[config.mk]
export PLATFORM = sky130hd
export DESIGN_NAME = nand_emu
export DESIGN_NICKNAME = d
export VERILOG_FILES = /design/src/rtl/nand_emu_pkg.sv /design/src/rtl/nand_bus_decode.sv /design/src/rtl/nand_busy_timer.sv /design/src/rtl/nand_page_store.sv /design/src/rtl/nand_emu.sv
export SDC_FILE = /design/constraint.sdc
export NUM_CORES = 1
export LEC_CHECK = 0
export BUFFER_PORTS_ARGS = -buffer_cell sky130_fd_sc_hd__clkbuf_2
export CAP_MARGIN = 0
export CORE_MARGIN = 2
export CORE_UTILIZATION = 60
export DETAILED_ROUTE_END_ITERATION = 10
export PLACE_DENSITY = 0.74
export RECOVER_POWER = 100
export SYNTH_ARGS = -nofsm -noshare
export SYNTH_HDL_FRONTEND = slang
export SYNTH_HIERARCHICAL = 1
export SYNTH_SLANG_ARGS = --single-unit
[constraint.sdc]
create_clock -name clk -period 35.4 [get_ports clk]
set_clock_uncertainty 0.2 [all_clocks]
set_input_delay 3.54 -clock clk [delete_from_list [all_inputs] [get_ports clk]]
set_output_delay 3.54 -clock clk [all_outputs]
set_load 0.02 [all_outputs]
[src/rtl/nand_emu_pkg.sv]
package nand_emu_pkg;

  localparam logic [7:0] CMD_READ       = 8'h00;
  localparam logic [7:0] CMD_PROG       = 8'h80;
  localparam logic [7:0] CMD_PROG_GO    = 8'h10;
  localparam logic [7:0] CMD_PROG_PLANE = 8'h11;
  localparam logic [7:0] CMD_ERASE      = 8'h60;
  localparam logic [7:0] CMD_ERASE_GO   = 8'hD0;
  localparam logic [7:0] CMD_STATUS     = 8'h70;
  localparam logic [7:0] CMD_RESET      = 8'hFF;

  typedef enum logic [1:0] {
    BK_READ, BK_PROG, BK_DUMMY, BK_ERASE
  } busy_kind_e;

  typedef enum logic [2:0] {
    M_IDLE, M_RD_ADDR, M_RD_OUT, M_PG_ADDR, M_PG_DATA,
    M_ER_ADDR, M_ER_WAIT, M_STATUS
  } mode_e;

endpackage

[src/rtl/nand_bus_decode.sv]
module nand_bus_decode (
  input  logic clk,
  input  logic rst_n,
  input  logic ce_n,
  input  logic cle,
  input  logic ale,
  input  logic we_n,
  input  logic re_n,
  output logic cmd_stb,
  output logic addr_stb,
  output logic data_stb,
  output logic rd_adv
);
  logic we_q, re_q;
  logic we_rise, re_rise;

  always_ff @(posedge clk or negedge rst_n) begin
    if (!rst_n) begin
      we_q <= 1'b1;
      re_q <= 1'b1;
    end else begin
      we_q <= we_n;
      re_q <= re_n;
    end
  end

  always_comb begin
    we_rise  = we_n & ~we_q & ~ce_n;
    re_rise  = re_n & ~re_q & ~ce_n;
    cmd_stb  = we_rise &  cle & ~ale;
    addr_stb = we_rise & ~cle &  ale;
    data_stb = we_rise & ~cle & ~ale;
    rd_adv   = re_rise;
  end
endmodule

[src/rtl/nand_busy_timer.sv]
module nand_busy_timer
  import nand_emu_pkg::*;
#(
  parameter int CYC_PER_US = 1,
  parameter int READ_US    = 25,
  parameter int PROG_US    = 200,
  parameter int DUMMY_US   = 5,
  parameter int ERASE_US   = 2000
) (
  input  logic       clk,
  input  logic       rst_n,
  input  logic       start,
  input  busy_kind_e kind,
  input  logic       clear,
  output logic       busy
);
  localparam int READ_CYC  = READ_US  * CYC_PER_US;
  localparam int PROG_CYC  = PROG_US  * CYC_PER_US;
  localparam int DUMMY_CYC = DUMMY_US * CYC_PER_US;
  localparam int ERASE_CYC = ERASE_US * CYC_PER_US;
  localparam int CNT_W     = $clog2(ERASE_CYC + 1);

  logic [CNT_W-1:0] cnt_q, cnt_d, load_val;

  always_comb begin
    unique case (kind)
      BK_READ:  load_val = CNT_W'(READ_CYC);
      BK_PROG:  load_val = CNT_W'(PROG_CYC);
      BK_DUMMY: load_val = CNT_W'(DUMMY_CYC);
      default:  load_val = CNT_W'(ERASE_CYC);
    endcase
    cnt_d = cnt_q;
    if (clear)               cnt_d = '0;
    else if (start)          cnt_d = load_val;
    else if (cnt_q != '0)    cnt_d = cnt_q - 1'b1;
  end

  always_ff @(posedge clk or negedge rst_n) begin
    if (!rst_n) cnt_q <= '0;
    else        cnt_q <= cnt_d;
  end

  assign busy = (cnt_q != '0);
endmodule

[src/rtl/nand_page_store.sv]
module nand_page_store #(
  parameter int PAGE_MAIN  = 8,
  parameter int PAGE_SPARE = 2,
  parameter int PPB        = 2,
  parameter int BLOCKS     = 2,
  localparam int PAGES      = PPB * BLOCKS,
  localparam int PAGE_BYTES = PAGE_MAIN + PAGE_SPARE,
  localparam int PAGE_W     = $clog2(PAGES),
  localparam int COL_W      = $clog2(PAGE_BYTES),
  localparam int BLK_W      = $clog2(BLOCKS)
) (
  input  logic                        clk,
  input  logic                        rst_n,
  input  logic [PAGE_W-1:0]           prog_page,
  input  logic [PAGE_BYTES-1:0][7:0]  prog_buf,
  input  logic                        prog_main,
  input  logic                        prog_spare,
  input  logic                        prog_en,
  output logic                        limit_ok,
  input  logic                        erase_en,
  input  logic [BLK_W-1:0]            erase_blk,
  input  logic [PAGE_W-1:0]           rd_page,
  input  logic [COL_W-1:0]            rd_col,
  output logic [7:0]                  rd_byte
);
  logic [PAGES-1:0][PAGE_BYTES-1:0][7:0] mem_q;
  logic [PAGES-1:0]                      main_cnt_q;
  logic [PAGES-1:0][1:0]                 spare_cnt_q;

  always_comb begin
    limit_ok = ~(prog_main & main_cnt_q[prog_page]) &
               ~(prog_spare & (spare_cnt_q[prog_page] == 2'd2));
    rd_byte  = mem_q[rd_page][rd_col];
  end

  for (genvar p = 0; p < PAGES; p++) begin : g_page
    localparam int BLK = p / PPB;
    logic hit_erase, hit_prog;
    logic [PAGE_BYTES-1:0][7:0] page_d;
    logic       main_d;
    logic [1:0] spare_d;

    always_comb begin
      hit_erase = erase_en & (erase_blk == BLK_W'(BLK));
      hit_prog  = prog_en  & (prog_page == PAGE_W'(p));
      page_d    = mem_q[p];
      main_d    = main_cnt_q[p];
      spare_d   = spare_cnt_q[p];
      if (hit_erase) begin
        page_d  = '1;
        main_d  = 1'b0;
        spare_d = 2'd0;
      end else if (hit_prog) begin
        page_d = mem_q[p] & prog_buf;
        if (prog_main)  main_d  = 1'b1;
        if (prog_spare) spare_d = spare_cnt_q[p] + 2'd1;
      end
    end

    always_ff @(posedge clk or negedge rst_n) begin
      if (!rst_n) begin
        mem_q[p]       <= '1;
        main_cnt_q[p]  <= 1'b0;
        spare_cnt_q[p] <= 2'd0;
      end else if (hit_erase | hit_prog) begin
        mem_q[p]       <= page_d;
        main_cnt_q[p]  <= main_d;
        spare_cnt_q[p] <= spare_d;
      end
    end
  end
endmodule

[src/rtl/nand_emu.sv]
module nand_emu
  import nand_emu_pkg::*;
#(
  parameter int PAGE_MAIN  = 8,
  parameter int PAGE_SPARE = 2,
  parameter int PPB        = 2,
  parameter int BLOCKS     = 2,
  parameter int CYC_PER_US = 1,
  parameter int READ_US    = 25,
  parameter int PROG_US    = 200,
  parameter int DUMMY_US   = 5,
  parameter int ERASE_US   = 2000
) (
  input  logic       clk,
  input  logic       rst_n,
  input  logic       ce_n,
  input  logic       cle,
  input  logic       ale,
  input  logic       we_n,
  input  logic       re_n,
  input  logic       wp_n,
  input  logic [7:0] din,
  output logic [7:0] dout,
  output logic       dout_en,
  output logic       busy
);
  localparam int PAGES      = PPB * BLOCKS;
  localparam int PAGE_BYTES = PAGE_MAIN + PAGE_SPARE;
  localparam int PAGE_W     = $clog2(PAGES);
  localparam int COL_W      = $clog2(PAGE_BYTES);
  localparam int BLK_W      = $clog2(BLOCKS);
  localparam int BLK_SHIFT  = $clog2(PPB);
  localparam logic [7:0] PB8   = 8'(PAGE_BYTES);
  localparam logic [7:0] MAIN8 = 8'(PAGE_MAIN);

  logic rst_s0, rst_n_s;
  logic cmd_stb, addr_stb, data_stb, rd_adv;
  mode_e mode_q, mode_d;
  logic [1:0] acnt_q, acnt_d;
  logic [7:0] col_q, col_d;
  logic [15:0] row_q, row_d;
  logic [PAGE_BYTES-1:0][7:0] buf_q, buf_d;
  logic tm_q, tm_d, ts_q, ts_d, fail_q, fail_d;
  logic busy_start, busy_clr, prog_req, erase_req, limit_ok, prog_ok;
  busy_kind_e busy_kind;
  logic [PAGE_W-1:0] page_idx;
  logic [COL_W-1:0] col_idx;
  logic [7:0] rd_byte, status_byte;

  always_ff @(posedge clk or negedge rst_n) begin
    if (!rst_n) {rst_n_s, rst_s0} <= 2'b00;
    else        {rst_n_s, rst_s0} <= {rst_s0, 1'b1};
  end

  nand_bus_decode u_dec (
    .clk(clk), .rst_n(rst_n_s), .ce_n(ce_n), .cle(cle), .ale(ale),
    .we_n(we_n), .re_n(re_n), .cmd_stb(cmd_stb), .addr_stb(addr_stb),
    .data_stb(data_stb), .rd_adv(rd_adv)
  );

  nand_busy_timer #(
    .CYC_PER_US(CYC_PER_US), .READ_US(READ_US), .PROG_US(PROG_US),
    .DUMMY_US(DUMMY_US), .ERASE_US(ERASE_US)
  ) u_timer (
    .clk(clk), .rst_n(rst_n_s), .start(busy_start), .kind(busy_kind),
    .clear(busy_clr), .busy(busy)
  );

  assign page_idx = row_q[PAGE_W-1:0];
  assign col_idx  = col_q[COL_W-1:0];
  assign prog_ok  = wp_n & limit_ok;

  nand_page_store #(
    .PAGE_MAIN(PAGE_MAIN), .PAGE_SPARE(PAGE_SPARE), .PPB(PPB), .BLOCKS(BLOCKS)
  ) u_store (
    .clk(clk), .rst_n(rst_n_s), .prog_page(page_idx), .prog_buf(buf_q),
    .prog_main(tm_q), .prog_spare(ts_q), .prog_en(prog_req & prog_ok),
    .limit_ok(limit_ok), .erase_en(erase_req),
    .erase_blk(page_idx[PAGE_W-1:BLK_SHIFT]), .rd_page(page_idx),
    .rd_col(col_idx), .rd_byte(rd_byte)
  );

  always_comb begin
    mode_d = mode_q; acnt_d = acnt_q; col_d = col_q; row_d = row_q;
    buf_d = buf_q; tm_d = tm_q; ts_d = ts_q; fail_d = fail_q;
    busy_start = 1'b0; busy_kind = BK_READ; busy_clr = 1'b0;
    prog_req = 1'b0; erase_req = 1'b0;
    if (cmd_stb && din == CMD_RESET) begin
      busy_clr = 1'b1;
      mode_d   = M_IDLE;
    end else if (!busy) begin
      if (cmd_stb) begin
        mode_d = M_IDLE;
        acnt_d = 2'd0;
        unique case (din)
          CMD_READ:   mode_d = M_RD_ADDR;
          CMD_PROG: begin
            mode_d = M_PG_ADDR;
            buf_d  = '1;
            tm_d   = 1'b0;
            ts_d   = 1'b0;
          end
          CMD_PROG_GO, CMD_PROG_PLANE: begin
            if (mode_q == M_PG_DATA) begin
              prog_req   = 1'b1;
              fail_d     = ~prog_ok;
              busy_start = 1'b1;
              busy_kind  = (din == CMD_PROG_GO) ? BK_PROG : BK_DUMMY;
            end
          end
          CMD_ERASE:  mode_d = M_ER_ADDR;
          CMD_ERASE_GO: begin
            if (mode_q == M_ER_WAIT) begin
              erase_req  = wp_n;
              fail_d     = ~wp_n;
              busy_start = 1'b1;
              busy_kind  = BK_ERASE;
            end
          end
          CMD_STATUS: mode_d = M_STATUS;
          default:    mode_d = M_IDLE;
        endcase
      end else if (addr_stb && (mode_q == M_RD_ADDR || mode_q == M_PG_ADDR ||
                                mode_q == M_ER_ADDR)) begin
        acnt_d = acnt_q + 2'd1;
        unique case (acnt_q)
          2'd0:    col_d = din;
          2'd1:    row_d[7:0] = din;
          2'd2:    row_d[15:8] = din;
          default: begin
            if (mode_q == M_RD_ADDR) begin
              mode_d     = M_RD_OUT;
              busy_start = 1'b1;
              busy_kind  = BK_READ;
            end else if (mode_q == M_PG_ADDR) begin
              mode_d = M_PG_DATA;
            end else begin
              mode_d = M_ER_WAIT;
            end
          end
        endcase
      end else if (data_stb && mode_q == M_PG_DATA) begin
        if (col_q < PB8) begin
          buf_d[col_idx] = din;
          if (col_q < MAIN8) tm_d = 1'b1;
          else               ts_d = 1'b1;
          col_d = col_q + 8'd1;
        end
      end else if (rd_adv && mode_q == M_RD_OUT) begin
        if (col_q < PB8) col_d = col_q + 8'd1;
      end
    end
  end

  always_ff @(posedge clk or negedge rst_n_s) begin
    if (!rst_n_s) begin
      mode_q <= M_IDLE; acnt_q <= 2'd0; col_q <= 8'd0; row_q <= 16'd0;
      buf_q <= '1; tm_q <= 1'b0; ts_q <= 1'b0; fail_q <= 1'b0;
    end else begin
      mode_q <= mode_d; acnt_q <= acnt_d; col_q <= col_d; row_q <= row_d;
      buf_q <= buf_d; tm_q <= tm_d; ts_q <= ts_d; fail_q <= fail_d;
    end
  end

  always_comb begin
    status_byte = {wp_n, ~busy, 5'd0, fail_q};
    dout        = 8'h00;
    if (mode_q == M_STATUS)    dout = status_byte;
    else if (mode_q == M_RD_OUT) dout = (col_q < PB8) ? rd_byte : 8'hFF;
    dout_en = ~ce_n & ~re_n & ~busy & ((mode_q == M_STATUS) | (mode_q == M_RD_OUT));
  end
endmodule

**Word level (Yosys, flattened, before mapping)**

Cells that the tools add are included.

- Bits in registers: 445
- Input bits: 16

- Muxes and demuxes: 107
- Equal/unequal tests: 30
- Bitwise logic cells: 46
- Reductions and logical operators: 50
- Add/subtract/negate cells: 7
- $lt $le $gt $ge: 5

Operators with widths:

| kind | count |
|---|---|
| 2-to-1 mux 80 bit | 14 |
| bitwise AND 80 bit | 4 |
| binary-select mux 80 bit (select 2 bit) | 1 |
| bitwise mux 80 bit | 1 |
| 2-to-1 mux 8 bit | 10 |
| 2-to-1 mux 2 bit | 22 |
| 2-to-1 mux 1 bit | 41 |
| 2-to-1 mux 11 bit | 3 |
| one-hot mux 11 bit (3 select lines) | 1 |
| binary-select mux 8 bit (select 4 bit) | 1 |
| demux 8 bit (select 4 bit) | 1 |
| AND reduction 3 bit | 10 |
| nonzero test 2 bit | 13 |
| equality test 8 bit, second input constant | 3 |
| bitwise AND 1 bit | 23 |
| 2-to-1 mux 3 bit | 6 |
| equality test 8 x 5 -> 1 bit, second input constant | 2 |
| equality test 8 x 7 -> 1 bit, second input constant | 2 |
| less-than comparator 8 x 4 -> 1 bit, second input constant | 2 |
| NOT 1 bit | 14 |
| AND reduction 7 bit | 2 |
| equality test 3 bit, second input constant | 4 |
| one-hot mux 3 bit (4 select lines) | 1 |
| AND reduction 6 bit | 2 |
| 28 further kinds | 62 |

**Depth between registers and ports, before layout**

- Depth after elaboration: 12
- Depth in mapped cells: 14

**By module**

The synthesis kept the hierarchy.

Modules (own cells, without submodules):

| module | seq. area each (sq um) | area each (sq um) | cells each | instances |
|---|---|---|---|---|
| nand_page_store | 8708.4 | 14838.0 | 1302 | 1 |
| nand_emu | 2602.5 | 4923.5 | 377 | 1 |
| nand_busy_timer | 275.3 | 700.7 | 73 | 1 |
| nand_bus_decode | 52.6 | 118.9 | 7 | 1 |

**Worst setup path after synthesis**

OpenSTA, ideal clock, no wires.

- Path kind: input -> output
- From: input port ce_n
- To: output port dout_en
- Path buffers: 0
- Required time: 31660 ps
- Slack: 27334 ps
- Stages: 2
- Arrival: 4326 ps
- Cell sequence: nor2_1 nor4b_1

- Longest elaborated chain between the ends: 4

Ends and longest elaborated chain:

| element | line | source |
|---|---|---|
| from (decl) | nand_emu.sv:16 | `input logic ce_n,` |
| NOT 1 bit | nand_emu.sv:170 | `dout_en = ~ce_n & ~re_n & ~busy & ((mode_q == M_STATUS) \| (mode_q == M_RD_OUT));` |
| bitwise AND 1 bit (3 in series) | nand_emu.sv:170 |  |
| to (decl) | nand_emu.sv:24 | `output logic dout_en,` |

No other way between the ends.

==> flow_metrics.tcl <==
set metrics [dict create \
    status "complete, but fails checks" \
    violations "max-capacitance violations, max-slew violations" \
    min_from "rst_s0$_DFF_PN0_" \
    port_buffers 25 \
    cts_hold_buf 0 \
    syn_inst 1759 \
    diodes 0 \
    worstPathMaxFanout 84 \
    syn_nets 1787 \
    grt_overflow 0 \
    fillers 2493 \
    total_power_uw 1050 \
    ir_drop_uv 47.9 \
    slew_violations 947 \
    yosysWarningCount 6 \
    swShare 0.227 \
    setup.worst_path.end_class "asynchronous set/reset pin" \
    drive_above_1_share 0.380 \
    die_y_um 189 \
    clkPwrFrac 0.449 \
    cts_made_buffers 45 \
    cts_max_level 2 \
    clockBufferDepth 3 \
    fin_crit_sh 0.308 \
    worst_path_largest_cell_delay_ps 3080 \
    clockRootBuffer "clkbuf_16" \
    min_path_type "reg2reg" \
    gp_congestion 0.841 \
    avgRoutedWirePerCell_um 22.7 \
    cp_data_arrival_time_ps 11390 \
    synth-seq-area-share 0.566 \
    rows 67 \
    min_period_ps 10890 \
    pwr_density_cell_nw_per_um2 47.6 \
    cp_slowest_cell "clkbuf_1" \
    clkLatencyLatePin_ps 550 \
    synth_edf_count 0 \
    setup_viol 0 \
    place_area_um2 20800 \
    cp-start-kind "flop" \
    drt-initial-drc-count 1254 \
    startpoint "rst_n_s$_DFF_PN0_" \
    p_int_uw 814 \
    fmax_mhz 91.8 \
    via_per_inst 6.40 \
    rrSetupSlack_ps 24510 \
    io_pins 26 \
    ys.flop_type "dfstp_2" \
    final_cell_area_um2 22100 \
    cts.sinks 445 \
    initial_core_util 0.612 \
    area_growth_syn_to_layout_pct 7.44 \
    max_slew_margin -1.88 \
    core-area_um2 33600 \
    grt_max_degree 93 \
    yosysUniqueCellTypes 85 \
    hold_end "rst_n_s$_DFF_PN0_" \
    rsz0062_at_grt "false" \
    power_frac_comb 0.048 \
    required_ps 35910 \
    num_vias 14146 \
    worstSetupPathType "reg2async" \
    synth_seq_cells 445 \
    sequentialPowerShare 0.503 \
    grt_first_pass_wirelength_mm 80.3 \
    drt_wl_total_mm 50.2 \
    firstDrtPassIters 5 \
    nets 1758 \
    postCtsSetupRepairBufs 0 \
    grt_pass1_vias 14443 \
    async_flop_share 1.00 \
    utilization 0.658 \
    antenna_left 0 \
    maxCapViolCount 23 \
    syn-cell-area_um2 20600 \
    finalHoldViolCount 0 \
    path_common_cell "clkbuf_1" \
    avgSynthCellArea_um2 11.7 \
    grt_antenna_before_repair 0 \
    crit_chain "clkbuf_1, clkbuf_1, clkbuf_1" \
    tightest_slew_ps 4330 \
    worstHoldPathCells 0 \
    drc 0 \
    grt_use_total 0.288 \
    reg2regPathDepth 3 \
    cts_tree "yes" \
    p_sw_uw 239 \
    regToRegStartpoint "rst_n_s$_DFF_PN0_" \
    setup_tns_ps 0 \
    post_cts_resized 0 \
    hpwl_mm 28.3 \
    dieArea_um2 35800 \
    leakage_uw 0.0101 \
    die_w_um 189 \
    r2r-end "u_store/mem_q[207]$_DFFE_PN1P_" \
    clk_pin_slew_ps 60 \
]
==> final cells by class <==
class / instances / area, um2 / area share
Tap cell: 448 / 561 / 0.0253
Timing Repair Buffer: 47 / 240 / 0.0109
Multi-Input combinational cell: 1169 / 8090 / 0.366
Clock inverter: 15 / 115 / 0.00521
Inverter: 22 / 82.6 / 0.00373
Sequential cell: 445 / 11600 / 0.527
Clock buffer: 66 / 1380 / 0.0623
==> cell usage after synthesis, types with 22 or more instances <==
library cell	number	area (um2)
a21oi_1	32	160
clkbuf_1	87	327
dfrtp_1	43	1080
dfstp_2	402	10600
inv_1	22	82.6
mux2_2	79	890
mux2i_1	37	370
mux4_2	55	1240
nand2_1	341	1280
nor2_1	27	101
o21ai_0	311	1560
o21ai_1	27	135
==> worst max path at each step <==
| stage | end | slack (ps) | cells after the start |
|---|---|---|---|
| after floorplan | acnt_q[0]$_DFFE_PN0P_ | 22580 | 0 |
| after global placement | dout_en | 27470 | 4 |
| after detailed placement | dout_en | 27470 | 4 |
| after CTS | dout[0] | 27260 | 9 |
| after global routing | buf_q[0]$_DFFE_PN1P_ | 22420 | 3 |
| final | u_store/mem_q[207]$_DFFE_PN1P_ | 24510 | 3 |
==> critical path, delay by kind of cell, from the launching register on <==
kind | cells | cell delay [ps]
buffers and inverters | 3 | 8790
DFF | 1 | 1950
==> layout by cell type, fill, tap and decap left out, drive strengths merged, types with 5 or more instances in the layout <==
cell type	instances
or2	7
mux2	93
buf	12
inv	23
nor3b	5
clkbuf	101
and3	6
o32ai	5
a21oi	32
dfrtp	43
or4	5
a22oi	6
o21ai	348
nand3	21
nor2b	8
nand2b	5
xor2	8
a221oi	5
a211oi	14
nor2	28
ha	12
xnor2	6
dfstp	402
nor3	12
clkinv	12
nand2	341
a22o	12
mux2i	37
nand4	6
nor4	5
o221ai	12
and3b	5
o21a	8
mux4	65
nand3b	6
==> stage by stage <==
stage                     setup WS, ps  hold WS, ps  cells
final                            24510          144   2212
after global routing             22420          151   2212
after CTS                        27260          150   2212
after detailed placement         27470          139   2131
after global placement           27470          136   2131
after floorplan                  22580          131   1759
==> flip-flops by register name, indices dropped and copies added (netlist names) <==
register	count
fail_q	1
u_timer/cnt_q	11
u_store/spare_cnt_q	8
u_dec/we_q	1
row_q	2
tm_q	1
col_q	8
acnt_q	2
u_dec/re_q	1
ts_q	1
buf_q	80
u_store/mem_q	320
u_store/main_cnt_q	4
mode_q	3
rst_n_s	1
rst_s0	1
==> power groups by stage <==
stage,logic [uW],registers [uW],clock network [uW]
finish,50.8,529,473
detailed placement,51.8,537,0
global placement,50.7,536,0
CTS,52.2,529,483
floorplan,33.3,538,0
global route,57.2,530,503
==> logic make-up (layout without fill, tap and decap cells) <==
logic type      Yosys count  after routing  synth area share
flops                   445            445             0.566
other cells               1              1          0.000182
mux                     195            195             0.143
fa+ha+maj                12             12           0.00730
xor+xnor                 14             14           0.00596
buf+inv                 145            150            0.0354
simple gates            477            477             0.107
compound gates          470            470             0.135
==> per-layer routing <==
layer	up-vias	share of wire	global-route usage
li1	6208	-	-
met1	7318	0.42	0.394
met2	517	0.47	0.464
met3	103	0.074	0.0584
met4	0	0.033	0.0995
met5	-	0	0
(Power assumes the default switching activity.)
